## src/rtl/xdiv_pkg.sv

```systemverilog
// Package: default dimensions for the external clock divider.
// Assumes: all users take their defaults from here so one edit retunes the block.
package xdiv_pkg;
    localparam int CTRL_W_DEF      = 16;  // control word width
    localparam int RATIO_LSB_DEF   = 2;   // ratio field position
    localparam int RATIO_W_DEF     = 6;   // ratio field width
    localparam int SMALL_LIMIT_DEF = 6;   // last code of the step-by-one range
    localparam int DIV_MAX_DEF     = 96;  // largest divisor
endpackage

```

## src/rtl/xdiv_ctrl_reg.sv

```systemverilog
// Module: control word register.
// Assumes: synchronous active-low reset; every bit is stored verbatim.
module xdiv_ctrl_reg #(
    parameter int          CTRL_W    = 16,
    parameter logic [CTRL_W-1:0] RESET_VAL = '0
) (
    input  logic              clk_src,
    input  logic              rst_n,
    input  logic              wr_en,
    input  logic [CTRL_W-1:0] wr_data,
    output logic [CTRL_W-1:0] q
);
    // Store a written word; hold otherwise.
    always_ff @(posedge clk_src) begin
        if (!rst_n)
            q <= RESET_VAL;
        else if (wr_en)
            q <= wr_data;
    end
endmodule

```

## src/rtl/xdiv_ratio_decode.sv

```systemverilog
// Module: maps a ratio code onto a divisor, step one then step two, clamped.
// Assumes: purely combinational; SMALL_LIMIT+2 is the last step-by-one divisor.
module xdiv_ratio_decode #(
    parameter int RATIO_W     = 6,
    parameter int DIV_W       = 7,
    parameter int SMALL_LIMIT = 6,
    parameter int DIV_MAX     = 96
) (
    input  logic [RATIO_W-1:0] ratio,
    output logic [DIV_W-1:0]   divisor
);
    localparam int CALC_W = RATIO_W + 2;

    logic [CALC_W-1:0] r_ext;
    logic [CALC_W-1:0] raw;

    assign r_ext = CALC_W'(ratio);

    // Piecewise mapping before clamping.
    always_comb begin
        if (r_ext <= CALC_W'(SMALL_LIMIT))
            raw = r_ext + CALC_W'(2);
        else
            raw = ((r_ext - CALC_W'(SMALL_LIMIT)) << 1) + CALC_W'(SMALL_LIMIT + 2);
    end

    // Clamp to the largest usable divisor.
    assign divisor = (raw > CALC_W'(DIV_MAX)) ? DIV_W'(DIV_MAX) : DIV_W'(raw);
endmodule

```

## src/rtl/xdiv_phase_gen.sv

```systemverilog
// Module: counts source cycles and produces the registered divided clock.
// Assumes: next_div >= 2 and is only sampled at the end of a period; reset is
// held for two or more cycles so next_div is settled when it is loaded.
module xdiv_phase_gen #(
    parameter int DIV_W = 7
) (
    input  logic             clk_src,
    input  logic             rst_n,
    input  logic [DIV_W-1:0] next_div,
    output logic             clk_out
);
    logic [DIV_W-1:0] cnt;
    logic [DIV_W-1:0] cur_div;
    logic [DIV_W:0]   div_p1;
    logic [DIV_W-1:0] hi_len;
    logic             last;

    // High phase length is ceil(cur_div/2).
    assign div_p1 = (DIV_W+1)'(cur_div) + (DIV_W+1)'(1);
    assign hi_len = div_p1[DIV_W:1];
    assign last   = (cnt == cur_div - DIV_W'(1));

    // Advance the position; reload the divisor and go high at each boundary.
    always_ff @(posedge clk_src) begin
        if (!rst_n) begin
            cnt     <= '0;
            cur_div <= next_div;
            clk_out <= 1'b1;
        end else if (last) begin
            cnt     <= '0;
            cur_div <= next_div;
            clk_out <= 1'b1;
        end else begin
            cnt     <= cnt + DIV_W'(1);
            clk_out <= (cnt + DIV_W'(1)) < hi_len;
        end
    end
endmodule

```

## src/rtl/xclk_ratio_div.sv

```systemverilog
// Module: top of the external clock divider (control word plus divider).
// Assumes: bit 0 is a stored source select only; the divider always runs on clk_src.
module xclk_ratio_div
    import xdiv_pkg::*;
#(
    parameter int CTRL_W      = CTRL_W_DEF,
    parameter int RATIO_LSB   = RATIO_LSB_DEF,
    parameter int RATIO_W     = RATIO_W_DEF,
    parameter int SMALL_LIMIT = SMALL_LIMIT_DEF,
    parameter int DIV_MAX     = DIV_MAX_DEF
) (
    input  logic              clk_src,
    input  logic              rst_n,
    input  logic              ctrl_we,
    input  logic [CTRL_W-1:0] ctrl_wdata,
    output logic [CTRL_W-1:0] ctrl_rdata,
    output logic              xclk_out
);
    localparam int DIV_W = $clog2(DIV_MAX + 1);

    logic [CTRL_W-1:0]  ctrl_q;
    logic [RATIO_W-1:0] ratio;
    logic [DIV_W-1:0]   divisor;

    xdiv_ctrl_reg #(.CTRL_W(CTRL_W), .RESET_VAL('0)) u_ctrl (
        .clk_src (clk_src),
        .rst_n   (rst_n),
        .wr_en   (ctrl_we),
        .wr_data (ctrl_wdata),
        .q       (ctrl_q)
    );

    assign ratio      = ctrl_q[RATIO_LSB +: RATIO_W];
    assign ctrl_rdata = ctrl_q;

    xdiv_ratio_decode #(
        .RATIO_W(RATIO_W), .DIV_W(DIV_W),
        .SMALL_LIMIT(SMALL_LIMIT), .DIV_MAX(DIV_MAX)
    ) u_dec (
        .ratio   (ratio),
        .divisor (divisor)
    );

    xdiv_phase_gen #(.DIV_W(DIV_W)) u_phase (
        .clk_src  (clk_src),
        .rst_n    (rst_n),
        .next_div (divisor),
        .clk_out  (xclk_out)
    );
endmodule

```

## config.mk

```make
export PLATFORM = sky130hd
export DESIGN_NAME = xclk_ratio_div
export DESIGN_NICKNAME = d
export VERILOG_FILES = /design/src/rtl/xdiv_pkg.sv /design/src/rtl/xdiv_ctrl_reg.sv /design/src/rtl/xdiv_ratio_decode.sv /design/src/rtl/xdiv_phase_gen.sv /design/src/rtl/xclk_ratio_div.sv
export SDC_FILE = /design/constraint.sdc
export NUM_CORES = 1
export LEC_CHECK = 0
export BUFFER_PORTS_ARGS = -buffer_cell sky130_fd_sc_hd__buf_2
export CORE_ASPECT_RATIO = 0.5
export CORE_MARGIN = 1
export CORE_UTILIZATION = 50
export CTS_BUF_LIST = sky130_fd_sc_hd__clkbuf_8
export DETAILED_ROUTE_END_ITERATION = 16
export PLACE_DENSITY = 0.73
export REMOVE_ABC_BUFFERS = 1
export SLEW_MARGIN = 20
export SYNTH_ARGS = -nofsm -noshare
export SYNTH_HDL_FRONTEND = slang
export SYNTH_SLANG_ARGS = --single-unit
```

## constraint.sdc

```tcl
create_clock -name clk_src -period 2.9 [get_ports clk_src]
set_input_delay 0.29 -clock clk_src [delete_from_list [all_inputs] [get_ports clk_src]]
set_output_delay 0.29 -clock clk_src [all_outputs]
set_load 0.02 [all_outputs]
```

==> metrics.csv, run 1 <==
stage;metric;value;unit
cells_and_area;multi-input logic area;1150;sq um
drt;DR iter-0 viols;41;
placement;Post-DP HPWL;2.81;mm
synth;Area contributors post-synth;dfxtp_1, edfxtp_1, mux2i_1;
drt;WL/cell;12.8;um
clock_tree;CTS clk-pin slew, worst paths;0.06;ns
synth;Synth Flop Type;dfxtp_1;
synth;largest family of logic cells by synthesized area;simple AND/OR/NAND/NOR gates;
drt;DRT antenna net count;0;
synth;leading area contributor after synthesis;dfxtp_1;
pwr;VDD IR max;0.000462;V
synth;library cells used by synthesis;44;
clock_tree;post-cts sizing count;0;
floorplanning;effective utilization at floorplan;54.5;%
drt;DR WL met3;125;um
setup_path;RR Endpoint;u_phase.cur_div[3];
clock_tree;Post-CTS Setup Bufs;0;
sta;RSZ-0062 raised after global routing;no;
cells_and_area;ANT cells;0;
synth;synthesized cell area;1940;sq um
clock_tree;CTS H-tree depth;2;
min_path;hold path startpoint;ctrl_wdata[14];
cells_and_area;Area growth syn-to-layout;13.1;%
synth;xor/xnor cell area share of the yosys netlist;10.4;%
min_path;hold path cells;3;
sta;Final Skew;0.00358;ns
global_route;gr usage total;18.6;%
cells_and_area;Final nets;263;
synth;post-synthesis mux area share;8.76;%
clock_tree;clk root buf;clkbuf_8;
synth;Syn. warnings;0;
synth;post-synthesis cell count;203;
sta;endpoints failing hold;0;
synth;Compound-Gate Fraction of Synth Area;11.7;%
pwr;pwr/cell area;606;nW/um^2
sta;Final WS setup;0.529;ns
global_route;GR Overflow Total;0;
setup_path;reg2reg setup slack;0.53;ns
synth;async set-reset flop share out of synthesis;0;%
pwr;Leak;0.991;nW
cells_and_area;Layout fillers;307;
sta;max-slew violations;0;
setup_path;CP startpoint kind;register;
synth;Synth Register Bits;31;
drt;vias per cell;5.32;
drt;Final Routed Wirelength;3.66;mm
sta;Relative slew margins;70.4;%
cells_and_area;register area;691;sq um
synth;syn avg cell area;9.57;sq um
run_status;outcome;finished clean;
floorplanning;Core Area;3570;sq um
drt;via count;1516;
sta;measured slew at the worst slew-check pin;0.437;ns
sta;fmax;0.422;GHz
clock_tree;quantity of hold-fixing buffers added after cts;0;
synth;register area share after synthesis;35.6;%
placement;placement-stage worst setup slack;0.522;ns
setup_path;Worst Path Arrival;2.37;ns
drt;first-pass iteration count of the detailed router;4;
placement;I/O Buffers;35;
min_path;Worst Hold End;u_ctrl.q[14];
clock_tree;# clock sinks;31;
pwr;total power draw;0.00133;W
run;max-cap violation count;0;
synth;Synth Area in Adders;7.09;%
setup_path;reg2reg start;u_ctrl.q[3];
setup_path;Max FO, Critical Path;11;
synth;Simple-Gate Fraction of Synth Area;21.3;%
clock_tree;CTS buffer count;5;
drt;Post-route DRC;0;
drt;DR WL met2;1.63;mm
setup_path;Crit Path Category;reg -> reg;
clock_tree;Clk Latency, worst-skew pair;0.27;ns
drt;WL met1;1.84;mm
floorplanning;I/O pin count;36;
clock_tree;CTS tree;done;
synth;top-area cell type share of the netlist area;24.7;%
global_route;global-route wire length before repair;5.95;mm
min_path;hold crit path type;in -> reg;
drt;top routing layer in use;met4;
clock_tree;maximum root-to-sink buffer count;2;
floorplanning;Die ar.;4150;sq um
floorplanning;row count;15;
sta;crit path time final;2.37;ns
synth;EDFF count, synth;7;
global_route;initial antenna violation count;0;
floorplanning;Die Wd;90.1;um
setup_path;CP endpoint kind;register;
sta;final setup TNS;0;ns
global_route;largest net degree at the start of global routing;20;
sta;period utilisation layout;81.8;%
floorplanning;Die Span Y;46.1;um
cells_and_area;share of layout cells above drive strength 1;20.1;%
global_route;vias in the first global route;1351;
setup_path;Critical Path RT;2.90;ns
sta;Final setup viols;0;
setup_path;R2R depth;8;
placement;GPL Wtd Cong;0.828;
## through the flow
stage                     cells  util (%)  hold WS (ns)  area, sq um
after CTS                   285      61.6         0.278         2200
after detailed placement    277      59.4         0.499         2120
after floorplan             190         -         0.418         1870
after global routing        285      61.6         0.297         2200
final                       285      61.6         0.279         2200
after global placement      277      59.4         0.492         2120
## final cells by class
| cell class | count | area share, % |
|---|---|---|
| Clock buffer | 5 | 3.13 |
| Clock inverter | 3 | 0.513 |
| Timing Repair Buffer | 36 | 8.31 |
| Tap cell | 51 | 2.90 |
| Sequential cell | 31 | 31.4 |
| Inverter | 8 | 1.37 |
| Multi-Input combinational cell | 151 | 52.3 |
## worst max-delay path, cell delays in order, from the launching register on
cell and delay (ns):
dfxtp_1 0.50, ha_1 0.40, xnor2_1 0.17, ha_1 0.23, xnor2_1 0.14, xnor2_1 0.13, nand2_1 0.09, o31ai_2 0.35
a221oi_1 0.09
## flip-flops by register name, indices dropped and copies added, names as in the netlist
register	count
u_ctrl.q	16
u_phase.clk_out	1
u_phase.cnt	7
u_phase.cur_div	7
## routing by layer
| layer | up-vias | global-route usage [%] |
|---|---|---|
| li1 | 767 | - |
| met1 | 705 | 23.9 |
| met2 | 36 | 31.8 |
| met3 | 8 | 4.46 |
| met4 | 0 | 6.77 |
| met5 | - | 0 |
## report_power, final
part           switching, W  internal (W)
registers         0.0000918      0.000509
logic              0.000225      0.000205
clock network      0.000141      0.000159
## cell usage after synthesis (2+ instances only)
cell type and count:
xnor2_1 14, nand3b_1 3, a21boi_0 2, nand2b_1 2, buf_2 6, inv_1 8
a21oi_1 4, a211oi_1 3, ha_1 11, a21o_1 4, clkbuf_1 4, nor3_1 4
dfxtp_1 24, nand2_1 11, mux2i_1 17, xor2_1 9, nand4_1 3, edfxtp_1 7
o21ai_0 3, buf_6 2, nor2b_1 18, nand3_1 7, nor2_1 15, or3_1 2
## cells in the final DEF (no fill, tap or decap), drive strengths merged
cell     netlist  final
or3b           1      1
a32oi          1      1
edfxtp         7      7
nand4          3      3
nor4bb         1      1
nor2b         18     18
inv            8     11
a21oi          4      4
dfxtp         24     24
nand2         11     11
xor2           9      9
and2           1      1
nand4bb        1      1
and3b          1      1
a211oi         4      4
mux2i         17     17
o311ai         1      1
o31ai          2      2
nor3b          1      1
o2111ai        1      1
nor3           4      4
nand3b         3      3
nand3          7      7
nand2b         2      2
ha            11     11
xnor2         14     14
clkbuf         4      5
buf            9     36
nand4b         1      1
a21o           4      4
a221oi         2      2
o21ai          3      3
a21boi         2      2
o21bai         1      1
or3            3      3
o311a          1      1
nor2          15     15
and3           1      1
## cell families after synthesis
kind of cell,Yosys count
compound gates,26
xor+xnor,23
fa+ha+maj,11
buf+inv,21
flops,31
mux,17
simple gates,74
## worst max path at each step
stage               slack, ns        start  cells after the start                  to
floorplan                0.62  u_ctrl.q[3]                      8  u_phase.cur_div[2]
global placement         0.64  u_ctrl.q[3]                      8  u_phase.cur_div[3]
detailed placement       0.52  u_ctrl.q[3]                      8  u_phase.cur_div[2]
CTS                      0.51  u_ctrl.q[3]                      8  u_phase.cur_div[2]
global route             0.33  u_ctrl.q[3]                      8  u_phase.cur_div[2]
finish                   0.53  u_ctrl.q[3]                      8  u_phase.cur_div[3]
(Power assumes the default switching activity.)
==> inputs of run 2 (changes only) <==
Settings changed: ABC_AREA set to 1.
Clock period 2.9 ns to 2.31 ns, I/O delays scaled along.
==> run 2 against run 1 <==
Net effect: clock skew fell by 0.00094 ns; register-to-register slack got worse by 0.16 ns; flip-flop and latch count did not move; synthesized area fell by 4.7%; clock-buffer cell count did not move; via count rose by 2.3%; maximum frequency rose by 22%; wire length fell by 2.6%; largest cell class unchanged; highest routed layer unchanged.
==> metrics.csv, run 2 <==
stage;metric;value;unit;change
cells_and_area;Final nets;306;;+16%
synth;Synth Area in Adders;7.44;%;+0.35 points
setup_path;most used cell along the critical path;nand2_1;;
sta;Final Skew;0.00264;ns;-0.000942 ns
clock_tree;Post-CTS Setup Bufs;0;;unchanged
clock_tree;CTS clk-pin slew, worst paths;0.07;ns;about the same
cells_and_area;commonest non-fill, non-tap cell in the layout;nor2_1;;
drt;WL/cell;10.9;um;-15%
clock_tree;post-cts sizing count;0;;unchanged
cells_and_area;ANT cells;0;;unchanged
synth;syn avg cell area;7.68;sq um;-20%
setup_path;RR Endpoint;u_phase.cur_div[1];;
sta;RSZ-0062 raised after global routing;no;;
run;max-cap violation count;0;;unchanged
global_route;global-route wire length before repair;6.03;mm;+1.3%
min_path;hold crit path type;in -> reg;;
drt;DRT antenna net count;0;;unchanged
synth;Post-synth top cells;nor2_1, nand2_1, dfxtp_1, inv_1, o21ai_0;;
setup_path;Critical Path RT;2.35;ns;-0.55 ns
floorplanning;Core Area;3490;sq um;-2.1%
floorplanning;row count;15;;unchanged
setup_path;Critical path buffers and inverters;3;;+3
setup_path;CP endpoint kind;register;;
synth;Syn. warnings;0;;unchanged
setup_path;Crit Path Category;reg -> reg;;
placement;Placed Area;2050;sq um;-3.1%
synth;largest family of logic cells by synthesized area;simple AND/OR/NAND/NOR gates;;
cells_and_area;Largest Register;u_ctrl.q;;
sta;period utilisation layout;84.2;%;+2.5 points
setup_path;max incr delay on CP;0.37;ns;-0.13 ns
setup_path;R2R depth;13;;+5
placement;Post-DP HPWL;2.71;mm;-3.7%
sta;max-slew violations;0;;unchanged
synth;xor/xnor cell area share of the yosys netlist;9.47;%;-0.91 points
cells_and_area;max reg flops;16;;unchanged
cells_and_area;share of layout cells above drive strength 1;22.7;%;+2.7 points
clock_tree;quantity of hold-fixing buffers added after cts;0;;unchanged
drt;via count;1551;;+2.3%
setup_path;Cell Chain, Critical Path;ha_1, inv_1, nand2_1, nand2_1, inv_1, ha_1, inv_1, nor2_1, nor2_1, nand2_1, nand2_1, nand2_2, nor2_1;;
placement;placement-stage worst setup slack;0.367;ns;-0.156 ns
floorplanning;I/O pin count;36;;unchanged
pwr;VDD IR max;0.000322;V;-30%
setup_path;Max FO, Critical Path;6;;-5
synth;Synth Flop Type;dfxtp_1;;
pwr;Leak;1.06;nW;+6.5%
synth;Synth Register Bits;31;;unchanged
clock_tree;Clk Latency, worst-skew pair;0.28;ns;about the same
drt;vias per cell;4.73;;-11%
synth;synthesized cell area;1850;sq um;-4.7%
sta;Relative slew margins;63.7;%;-6.7 points
synth;async set-reset flop share out of synthesis;0;%;unchanged
global_route;GR Overflow Total;0;;unchanged
setup_path;CP startpoint kind;register;;
clock_tree;maximum root-to-sink buffer count;2;;unchanged
synth;top-count cell post-synth;nor2_1;;
synth;post-synthesis mux area share;0;%;-8.8 points
min_path;Worst Hold End;u_ctrl.q[14];;
cells_and_area;post-layout instance area;2160;sq um;-1.5%
pwr;pwr/cell area;730;nW/um^2;+21%
drt;DR iter-0 viols;44;;+7.3%
synth;register area share after synthesis;37.3;%;+1.8 points
global_route;initial antenna violation count;0;;unchanged
floorplanning;Die Span Y;45.0;um;-2.3%
sta;final setup TNS;0;ns;unchanged
setup_path;crit-path leading delay family;simple AND/OR/NAND/NOR gates;;
cells_and_area;biggest registers after layout;u_ctrl.q: 16 flops, u_phase.cnt: 7 flops, u_phase.cur_div: 7 flops;;
min_path;hold path startpoint;ctrl_wdata[14];;
drt;Post-route DRC;0;;unchanged
sta;endpoints failing hold;0;;unchanged
global_route;gr usage total;20.4;%;+1.8 points
clock_tree;# clock sinks;31;;unchanged
synth;EDFF count, synth;7;;unchanged
clock_tree;clk root buf;clkbuf_8;;
sta;Final WS setup;0.365;ns;-0.164 ns
setup_path;WP depth;13;;+5
clock_tree;CTS H-tree depth;2;;unchanged
drt;first-pass iteration count of the detailed router;4;;unchanged
placement;I/O Buffers;35;;unchanged
floorplanning;Die ar.;3960;sq um;-4.5%
cells_and_area;most frequent cells in the layout;nor2_1, buf_2, nand2_1;;
synth;top-area cell type share of the netlist area;26.0;%;+1.2 points
synth;post-synthesis cell count;241;;+19%
synth;Area contributors post-synth;dfxtp_1, edfxtp_1, nor2_1;;
floorplanning;effective utilization at floorplan;53.0;%;-1.4 points
sta;measured slew at the worst slew-check pin;0.544;ns;+0.107 ns
cells_and_area;Area growth syn-to-layout;17.0;%;
global_route;vias in the first global route;1372;;+1.6%
global_route;largest net degree at the start of global routing;23;;+15%
clock_tree;CTS tree;done;;
placement;GPL Wtd Cong;0.817;;-1.3%
setup_path;Worst Path Arrival;1.99;ns;-0.38 ns
clock_tree;CTS buffer count;5;;unchanged
floorplanning;Die Wd;88.0;um;-2.3%
synth;library cells used by synthesis;30;;-32%
synth;Simple-Gate Fraction of Synth Area;28.9;%;+7.6 points
run_status;outcome;finished clean;;
setup_path;reg2reg start;u_ctrl.q[3];;
sta;crit path time final;1.95;ns;-0.426 ns
min_path;hold path cells;3;;unchanged
drt;Final Routed Wirelength;3.57;mm;-2.6%
synth;leading area contributor after synthesis;dfxtp_1;;
setup_path;reg2reg setup slack;0.36;ns;-0.16 ns
synth;Compound-Gate Fraction of Synth Area;8.79;%;-2.9 points
setup_path;slowest cell on the critical path;dfxtp_1;;
sta;Final setup viols;0;;unchanged
sta;fmax;0.514;GHz;+22%
[run 2: cell count changes in the layout (fill, tap and decap cells not counted), moves of 13 or more]
| cell | before | now |
|---|---|---|
| nor2_1 | 15 | 40 |
| nand2_1 | 11 | 34 |
| nor2b_1 | 18 | 0 |
| mux2i_1 | 17 | 0 |
| o21ai_0 | 3 | 18 |
| inv_1 | 11 | 24 |
[run 2: how the worst max path moves through the flow]
stage           startpoint                  to  slack [ns]
2_1_floorplan  u_ctrl.q[3]  u_phase.cur_div[1]        0.41
3_3_place_gp   u_ctrl.q[3]  u_phase.cur_div[1]        0.38
3_5_place_dp   u_ctrl.q[3]  u_phase.cur_div[1]        0.37
4_1_cts        u_ctrl.q[3]  u_phase.cur_div[1]        0.35
5_1_grt        u_ctrl.q[3]  u_phase.cur_div[1]        0.16
6_report       u_ctrl.q[3]  u_phase.cur_div[1]        0.36
[run 2: where the power goes]
group,switching (W),internal (W),total (W),leakage [nW]
Sequential,0.0000496,0.000608,0.000657,0.269
Clock,0.000218,0.000321,0.000539,0.0581
Combinational,0.000230,0.000155,0.000385,0.729
[run 2: cell families (layout without fill, tap and decap cells)]
family,Yosys count,count (layout)
xor+xnor,20,20
compound gates,31,31
flops,31,31
buf+inv,37,73
simple gates,111,111
fa+ha+maj,11,11
[run 2: final cells by class]
type | count | area [sq um]
Clock inverter | 3 | 43.8
Multi-Input combinational cell | 173 | 1010
Sequential cell | 31 | 691
Clock buffer | 5 | 68.8
Inverter | 30 | 113
Fill cell | 322 | 1330
Tap cell | 51 | 63.8
Timing Repair Buffer | 35 | 175
[run 2: per-layer routing]
layer | routed length (um) | track usage, %
met3 | 158 | 6.40
met1 | 1790 | 26.7
met5 | 0 | 0
met2 | 1570 | 32.7
met4 | 49 | 7.10
[run 2: tightest hold or removal path, cell delays in order]
cell and delay, ns:
buf_2 0.07, nor2_1 0.03, nor2_1 0.08
[run 2: through the flow]
| step | hold slack (ns) | util [%] | power (W) | cells |
|---|---|---|---|---|
| 2_1_floorplan | 0.317 | - | 0.000952 | 234 |
| 3_3_place_gp | 0.452 | 58.8 | 0.00104 | 320 |
| 3_5_place_dp | 0.460 | 58.8 | 0.00105 | 320 |
| 4_1_cts | 0.157 | 62.0 | 0.00159 | 328 |
| 5_1_grt | 0.155 | 62.0 | 0.00168 | 328 |
| 6_report | 0.165 | 62.0 | 0.00158 | 328 |
==> inputs of run 3 (changes only) <==
Settings changed: PLACE_DENSITY 0.73 to 0.76.
Clock period 2.31 ns to 1.6 ns, I/O delays scaled along.
==> run 3 against run 2 <==
Net effect: the flow now finishes with violations (setup timing); register-to-register slack got worse by 0.62 ns; wire length is 65% higher; flip-flop and latch count unchanged; cell area is 25% higher; worst setup slack lost 0.62 ns; clock-buffer cell count did not move; sequential share of layout area shrank 6.0 points; critical path type unchanged; critical endpoint unchanged.
==> metrics.csv, run 3 (synthesized netlist as in run 2, its figures left out) <==
stage;metric;value;unit;change
cells_and_area;post-layout instance area;2700;sq um;+25%
drt;first-pass iteration count of the detailed router;5;;+1
floorplanning;effective utilization at floorplan;53.0;%;unchanged
global_route;gr usage total;25.9;%;+5.4 points
cells_and_area;register area;699;sq um;+1.3%
clock_tree;CTS clk-pin slew, worst paths;0.08;ns;about the same
pwr;Leak;1.28;nW;+21%
global_route;largest net degree at the start of global routing;23;;unchanged
setup_path;Max FO, Critical Path;8;;+2
pwr;pwr/cell area;952;nW/um^2;+30%
clock_tree;maximum root-to-sink buffer count;2;;unchanged
global_route;global-route wire length before repair;7.58;mm;+26%
drt;Final Routed Wirelength;5.88;mm;+65%
cells_and_area;biggest registers after layout;u_ctrl.q: 16 flops, u_phase.cnt: 7 flops, u_phase.cur_div: 7 flops;;
global_route;vias in the first global route;1722;;+26%
cells_and_area;Area growth syn-to-layout;45.8;%;
floorplanning;Die Span Y;45.0;um;unchanged
sta;Final WS setup;-0.254;ns;-0.618 ns
floorplanning;Die ar.;3960;sq um;unchanged
pwr;VDD IR max;0.000596;V;+85%
drt;via count;2014;;+30%
clock_tree;clk root buf;clkbuf_8;;
setup_path;Worst Path Arrival;1.87;ns;-0.12 ns
sta;Final setup viols;20;;+20
sta;fmax;0.539;GHz;+5.0%
cells_and_area;max reg flops;16;;unchanged
drt;DR iter-0 viols;120;;+170%
sta;Relative slew margins;60.3;%;-3.4 points
sta;crit path time final;1.85;ns;-0.0918 ns
setup_path;CP startpoint kind;register;;
cells_and_area;commonest non-fill, non-tap cell in the layout;buf_2;;
drt;vias per cell;5.50;;+16%
clock_tree;# clock sinks;31;;unchanged
placement;placed cells;353;;+10%
run_status;outcome;complete, but fails checks;;
clock_tree;quantity of hold-fixing buffers added after cts;0;;unchanged
min_path;hold crit path type;in -> reg;;
sta;endpoints failing hold;0;;unchanged
floorplanning;row count;15;;unchanged
cells_and_area;Final nets;344;;+12%
cells_and_area;fin cells;366;;+12%
run;max-cap violation count;0;;unchanged
clock_tree;CTS buffer count;5;;unchanged
drt;WL/cell;16.1;um;+48%
placement;I/O Buffers;35;;unchanged
sta;period utilisation layout;116;%;+32 points
setup_path;Crit Path Category;reg -> reg;;
setup_path;R2R depth;7;;-6
floorplanning;I/O pin count;36;;unchanged
setup_path;Critical Path RT;1.61;ns;-0.74 ns
min_path;hold path cells;3;;unchanged
placement;Post-DP HPWL;3.06;mm;+13%
cells_and_area;Layout fillers;214;;-34%
sta;Final Skew;0.00564;ns;+0.00300 ns
placement;GPL Wtd Cong;0.799;;-2.2%
floorplanning;Die Wd;88.0;um;unchanged
drt;DRT antenna net count;0;;unchanged
run_status;failing checks;setup timing;;
setup_path;CP endpoint kind;register;;
sta;measured slew at the worst slew-check pin;0.595;ns;+0.0510 ns
clock_tree;Clk Latency, worst-skew pair;0.30;ns;+0.02 ns
placement;Placed Area;2310;sq um;+13%
clock_tree;CTS tree;done;;
sta;RSZ-0062 raised after global routing;yes;;
cells_and_area;share of layout cells above drive strength 1;46.0;%;+23 points
cells_and_area;ANT cells;0;;unchanged
global_route;initial antenna violation count;0;;unchanged
cells_and_area;Largest Register;u_ctrl.q;;
sta;max-slew violations;0;;unchanged
cells_and_area;most frequent cells in the layout;buf_2, nor2_1, buf_4;;
cells_and_area;multi-input logic area;1230;sq um;+22%
floorplanning;Core Area;3490;sq um;unchanged
drt;Post-route DRC;0;;unchanged
global_route;GR Overflow Total;0;;unchanged
clock_tree;CTS H-tree depth;2;;unchanged
-- run 3: worst paths after layout --
path / start / endpoint / slack (ns)
setup / recovery: u_phase.cur_div[3] / u_phase.cur_div[1] / -0.25
hold / removal: ctrl_wdata[11] / u_ctrl.q[11] / 0.08
setup reg to reg: u_phase.cur_div[3] / u_phase.cur_div[1] / -0.25
hold reg to reg: u_ctrl.q[11] / u_ctrl.q[11] / 0.50
-- run 3: repair_timing --
| action | in CTS | in global routing |
|---|---|---|
| resized for setup | 31 | 33 |
| pin swaps | 23 | 16 |
| setup endpoints to repair | 20 | 21 |
| buffers inserted | 4 | 3 |
-- run 3: worst max-delay path, cell delays in order (launching register included) --
cell and delay, ns:
edfxtp_1 0.48, buf_4 0.21, nor2_4 0.12, nand4_1 0.14, xor2_1 0.20, nor2_2 0.15, nand3b_4 0.14, nand2_8 0.12
-- run 3: routing by layer --
metal | part of all wire (%) | track usage [%] | vias up | routed length, um
met5 | 0 | 0 | - | 0
met4 | 5.8 | 10.0 | 0 | 341
met3 | 6.5 | 5.67 | 42 | 382
met2 | 50 | 47.3 | 114 | 2960
met1 | 37 | 30.6 | 943 | 2200
li1 | - | - | 915 | -
-- run 3: final cells by class --
class / instances / share of cell area, %
Clock inverter: 3 / 0.835
Tap cell: 51 / 2.37
Timing Repair Buffer: 73 / 18.1
Multi-Input combinational cell: 173 / 45.7
Inverter: 30 / 4.55
Sequential cell: 31 / 25.9
Clock buffer: 5 / 2.55
-- run 3: through the flow --
step / setup slack [ns] / utilization (%) / power, W / hold slack (ns) / TNS, ns
2_1_floorplan: -0.296 / - / 0.00137 / 0.246 / -2.51
3_3_place_gp: -0.186 / 66.2 / 0.00160 / 0.379 / -2.97
3_5_place_dp: -0.235 / 66.2 / 0.00163 / 0.389 / -3.84
4_1_cts: -0.179 / 72.9 / 0.00238 / 0.0829 / -2.20
5_1_grt: -0.321 / 77.3 / 0.00268 / 0.0919 / -5.73
6_report: -0.254 / 77.3 / 0.00257 / 0.0770 / -4.37
-- run 3: power by group --
group	internal, W	switching [W]
logic	0.000409	0.000538
registers	0.000878	0.0000646
clock network	0.000312	0.000367
